## src/rtl/scwin_pkg.sv

```systemverilog
package scwin_pkg;
  // Verdict of one closed oscillator cycle
  typedef struct packed {
    logic valid;  // a cycle closed on this clock
    logic hit;    // that cycle held a short-circuit event
  } verdict_t;
endpackage

```

## src/rtl/scwin_thresh.sv

```systemverilog
module scwin_thresh #(
  parameter int RW = 10,
  parameter int TW = 8
) (
  input  logic [TW-1:0] thr_code,
  output logic [RW-1:0] thr_lvl,
  output logic          thr_on
);
  // Code full scale spans the whole ramp: level = code * 2^(RW-TW)
  generate
    if (RW > TW) begin : g_widen
      assign thr_lvl = {thr_code, {(RW-TW){1'b0}}};
    end else if (RW == TW) begin : g_same
      assign thr_lvl = thr_code;
    end else begin : g_narrow
      assign thr_lvl = thr_code[TW-1 -: RW];
    end
  endgenerate

  assign thr_on = |thr_code;
endmodule

```

## src/rtl/scwin_qual.sv

```systemverilog
module scwin_qual #(
  parameter int RW = 10
) (
  input  logic               clk,
  input  logic               rst_n,
  input  logic               clr,
  input  logic               cyc_start,
  input  logic [RW-1:0]      ramp,
  input  logic [RW-1:0]      thr_lvl,
  input  logic               ilim,
  output scwin_pkg::verdict_t verdict
);
  logic crossed_q;   // ramp has passed the level earlier in this cycle
  logic seen_q;      // an event already happened in this cycle
  logic over_now;
  logic crossed_eff;
  logic hit_now;

  assign over_now    = ramp > thr_lvl;
  assign crossed_eff = cyc_start ? 1'b0 : crossed_q;
  assign hit_now     = ilim & ~over_now & ~crossed_eff;

  always_ff @(posedge clk or negedge rst_n) begin
    if (!rst_n) begin
      crossed_q <= 1'b0;
      seen_q    <= 1'b0;
    end else if (clr) begin
      crossed_q <= 1'b0;
      seen_q    <= 1'b0;
    end else if (cyc_start) begin
      crossed_q <= over_now;
      seen_q    <= hit_now;
    end else begin
      crossed_q <= crossed_q | over_now;
      seen_q    <= seen_q | hit_now;
    end
  end

  // The strobe closes the previous cycle with its sticky event flag
  always_comb begin
    verdict.valid = cyc_start & ~clr;
    verdict.hit   = seen_q;
  end
endmodule

```

## src/rtl/scwin_window.sv

```systemverilog
module scwin_window #(
  parameter int WIN  = 32,
  parameter int TRIP = 8,
  parameter int CW   = 6
) (
  input  logic                clk,
  input  logic                rst_n,
  input  logic                clr,
  input  scwin_pkg::verdict_t vin,
  output logic                trip,
  output logic [CW-1:0]       cnt,
  output logic [WIN-1:0]      bits
);
  logic [CW-1:0] cnt_nx;
  logic          oldest;

  assign oldest = bits[WIN-1];

  always_comb cnt_nx = cnt + CW'(vin.hit) - CW'(oldest);

  always_ff @(posedge clk or negedge rst_n) begin
    if (!rst_n) begin
      bits <= '0;
      cnt  <= '0;
      trip <= 1'b0;
    end else if (clr) begin
      bits <= '0;
      cnt  <= '0;
      trip <= 1'b0;
    end else if (vin.valid) begin
      bits <= {bits[WIN-2:0], vin.hit};
      cnt  <= cnt_nx;
      trip <= vin.hit && (cnt_nx >= CW'(TRIP));
    end else begin
      trip <= 1'b0;
    end
  end
endmodule

```

## src/rtl/sc_window_detector.sv

```systemverilog
module sc_window_detector #(
  parameter int RW   = 10,
  parameter int TW   = 8,
  parameter int WIN  = 32,
  parameter int TRIP = 8
) (
  input  logic          clk,
  input  logic          rst_n,
  input  logic          cyc_start,
  input  logic [RW-1:0] ramp,
  input  logic          ilim,
  input  logic [TW-1:0] thr_code,
  input  logic          ss_done,
  output logic          sc_req
);
  localparam int CW = $clog2(WIN + 1);

  logic [RW-1:0]       thr_lvl;
  logic                thr_on;
  logic                det_clr;
  scwin_pkg::verdict_t verdict;
  logic [CW-1:0]       win_cnt;
  logic [WIN-1:0]      win_bits;

  scwin_thresh #(.RW(RW), .TW(TW)) u_thresh (
    .thr_code (thr_code),
    .thr_lvl  (thr_lvl),
    .thr_on   (thr_on)
  );

  // Detection runs only after soft-start with a non-zero setting
  assign det_clr = ~(thr_on & ss_done);

  scwin_qual #(.RW(RW)) u_qual (
    .clk       (clk),
    .rst_n     (rst_n),
    .clr       (det_clr),
    .cyc_start (cyc_start),
    .ramp      (ramp),
    .thr_lvl   (thr_lvl),
    .ilim      (ilim),
    .verdict   (verdict)
  );

  scwin_window #(.WIN(WIN), .TRIP(TRIP), .CW(CW)) u_window (
    .clk   (clk),
    .rst_n (rst_n),
    .clr   (det_clr),
    .vin   (verdict),
    .trip  (sc_req),
    .cnt   (win_cnt),
    .bits  (win_bits)
  );
endmodule

```

## config.mk

```make
export PLATFORM = sky130hd
export DESIGN_NAME = sc_window_detector
export DESIGN_NICKNAME = d
export VERILOG_FILES = /design/src/rtl/scwin_pkg.sv /design/src/rtl/scwin_thresh.sv /design/src/rtl/scwin_qual.sv /design/src/rtl/scwin_window.sv /design/src/rtl/sc_window_detector.sv
export SDC_FILE = /design/constraint.sdc
export NUM_CORES = 1
export LEC_CHECK = 0
export ABC_AREA = 1
export BUFFER_PORTS_ARGS = -buffer_cell sky130_fd_sc_hd__buf_4
export CORE_UTILIZATION = 45
export CTS_BUF_LIST = sky130_fd_sc_hd__clkbuf_8 sky130_fd_sc_hd__clkbuf_16
export CTS_CLUSTER_SIZE = 40
export DETAILED_ROUTE_END_ITERATION = 10
export MAX_ROUTING_LAYER = met4
export PLACE_DENSITY_LB_ADDON = 0.25
export SLEW_MARGIN = 5
export SYNTH_ARGS = -nofsm -noshare
export SYNTH_HDL_FRONTEND = slang
export SYNTH_SLANG_ARGS = --single-unit
```

## constraint.sdc

```tcl
create_clock -name clk -period 5.1 [get_ports clk]
set_input_delay 1.02 -clock clk [delete_from_list [all_inputs] [get_ports clk]]
set_output_delay 1.02 -clock clk [all_outputs]
set_load 0.01 [all_outputs]
```

==> reports/metrics.yaml <==
dieArea_um2: 4948
crit_arrival_ns: 2.21
syn_nets: 301
crit_type: "input port to register"
start_util_pct: 47.62
finalCriticalPeriod_ns: 1.992
vias_per_cell: 4.731
ys_types: 24
numPlacedInstances: 332
hp-class: "register to register"
routed_wl_mm: 3.367
die_x_um: 70.35
max-cap-violations: 0
clk_path_buf_depth: 2
syn-instance-count: 263
power.leakage_uw: 0.001415
dp.final_hpwl_mm: 2.347
final_nets: 325
worst_slew_pin_slew_ns: 0.7580
slew_headroom_pct: 49.35
cts_setup_buffers: 0
timing.final.hold_violations: 0
ctsHoldBuffers: 0
synth.avg_cell_area_um2: 7.992
final_cells: 338
yosys_register_bits: 41
cts_tree: "yes"
endpoint_kind: "register"
layout_worst_path_cycle_share_pct: 39.06
drt-wirelength-per-cell_um: 9.962
n_antenna_cell: 0
gp_congestion: 0.7668
cts_made_buffers: 5
core-area_um2: 4414
area_delta_synth_final_pct: 12.56
clock_latency_ns: 0.28
cts-root-buf: "clkbuf_8"
status: "complete, no violations"
drc: 0
finalMaxSlewViolations: 0
drive_above_1_share_pct: 13.99
critPathMaxFanout: 37
irDropWorstVdd_mv: 0.1317
die_y_um: 70.35
worstSetupStartpointType: "input port"
rows: 24
finalSetupViolCount: 0
final.setup.tns_ns: 0
path_clk_slew_ns: 0.07
p_per_area_nw_per_um2: 249.7
critPathRequiredTime_ns: 5.32
post_cts_resize_count: 0
syn_area_um2: 2102
port_buffers: 23
max_freq_mhz: 502.0
track_usage_pct: 16.54
skew_ns: 0.002671
rsz0062_at_grt: "false"
antenna_found_initial: 0
ys_warn_count: 0
antenna_left: 0
synth-seq-area-share_pct: 48.81
grt_max_degree: 42
grt_pass1_vias: 1525
cts_sinks: 41
grt_overflow: 0
vias: 1599
pin_count: 24
first_pass_iters: 4
cts_htree_levels: 2
initialDrtViolationCount: 100
grt_pass1_wl_mm: 6.361
## logic make-up (layout without fill, tap and decap cells)
logic type | Yosys count | count (layout) | share of synthesized area [%]
compound gates | 8 | 8 | 2.143
flops | 41 | 41 | 48.81
fa+ha+maj | 15 | 15 | 9.286
simple gates | 164 | 164 | 31.67
buf+inv | 33 | 56 | 7.262
xor+xnor | 2 | 2 | 0.8335
## final timing paths
kind	start	endpoint	slack, ns	cells after the start
worst max-delay path	thr_code[3]	u_window.bits[10]	3.11	9
worst min-delay path	u_window.bits[29]	u_window.bits[29]	0.47	2
worst max register to register	u_window.bits[31]	u_window.trip	3.22	10
worst min register to register	u_window.bits[29]	u_window.bits[29]	0.47	2
max in group asynchronous	rst_n	u_window.bits[11]	4.05	1
min in group asynchronous	rst_n	u_window.cnt[5]	0.70	1
## through the flow
stage               total power, uW  setup WS [ns]  utilization [%]  instance area, um^2  hold WS (ns)
finish                        590.8          3.108            53.60                 2366        0.4720
global route                  625.5          2.922            53.60                 2366        0.4932
CTS                           598.8          3.069            53.60                 2366        0.4731
detailed placement            409.6          2.794            51.93                 2292        0.4571
global placement              409.4          2.813            51.93                 2292        0.4472
floorplan                     382.6          3.209                -                 2102        0.4419
## cell type report
type | count | area [um^2]
inverter | 26 | 97.59
sequential | 41 | 1026
clock inverter | 1 | 5.005
clock buffer | 5 | 68.82
tap | 52 | 65.06
multi-input combinational | 189 | 923.4
fill | 426 | 2048
timing repair buffer | 24 | 180.2
## power breakdown
group	internal (uW)	switching [uW]	leakage (uW)
Clock	89.9	98.7	0.0000399
Combinational	29.2	40.9	0.000805
Sequential	329	2.81	0.000570
Total	448	142	0.00142
## cells in the mapped netlist
cell | count | area [um^2]
nor2_4 | 1 | 11.26
ha_1 | 14 | 175.2
a21o_1 | 1 | 7.510
nor3_1 | 1 | 5.000
nor3_2 | 2 | 20.02
buf_2 | 2 | 10.01
dfrtp_1 | 41 | 1026
nand2_4 | 1 | 11.26
buf_4 | 3 | 22.52
fa_1 | 1 | 20.02
nand3_1 | 8 | 40.04
nand2_1 | 143 | 536.8
xor2_1 | 1 | 8.760
buf_6 | 2 | 22.52
xnor2_1 | 1 | 8.760
nand3b_1 | 1 | 7.510
a21boi_0 | 1 | 7.510
a21oi_1 | 6 | 30.03
nor2_2 | 1 | 6.260
nand2_2 | 1 | 6.260
nor2_1 | 4 | 15.01
inv_1 | 22 | 82.58
nand4_1 | 1 | 6.260
inv_2 | 4 | 15.01
## worst max-delay path, stage by stage
cell and delay, ns:
buf_4 0.08, inv_2 0.03, nand2_1 0.06, nor3_2 0.04, nand2_2 0.09, nand2_4 0.07, nor2_4 0.58, nand2_1 0.12
nand2_1 0.11
## metal layers
metal	vias to the layer above	share of wire (%)	GRT usage, %
met5	-	0	-
met4	0	1.7	5.778
met3	9	2.7	4.040
met2	18	47	26.14
met1	728	49	20.72
li1	844	-	-
## sequential cells by signal (all words and copies together), names as in the netlist
register / cells
u_window.bits: 32
u_qual.crossed_q: 1
u_window.trip: 1
u_window.cnt: 6
u_qual.seen_q: 1
## cells in the final DEF, fill, tap and decap left out
cell type	n
ha_1	14
nor3_2	2
nor2_1	4
inv_1	22
nand4_1	1
a21boi_0	1
dfrtp_1	41
xor2_1	1
nand3b_1	1
nand2_4	1
nor3_1	1
clkbuf_8	5
nand2_2	1
nand2_1	143
clkinv_2	1
nor2_4	1
fa_1	1
xnor2_1	1
buf_4	24
nor2_2	1
inv_2	4
nand3_1	8
a21o_1	1
a21oi_1	6
Note: power is estimated with default switching activity, not from simulation.
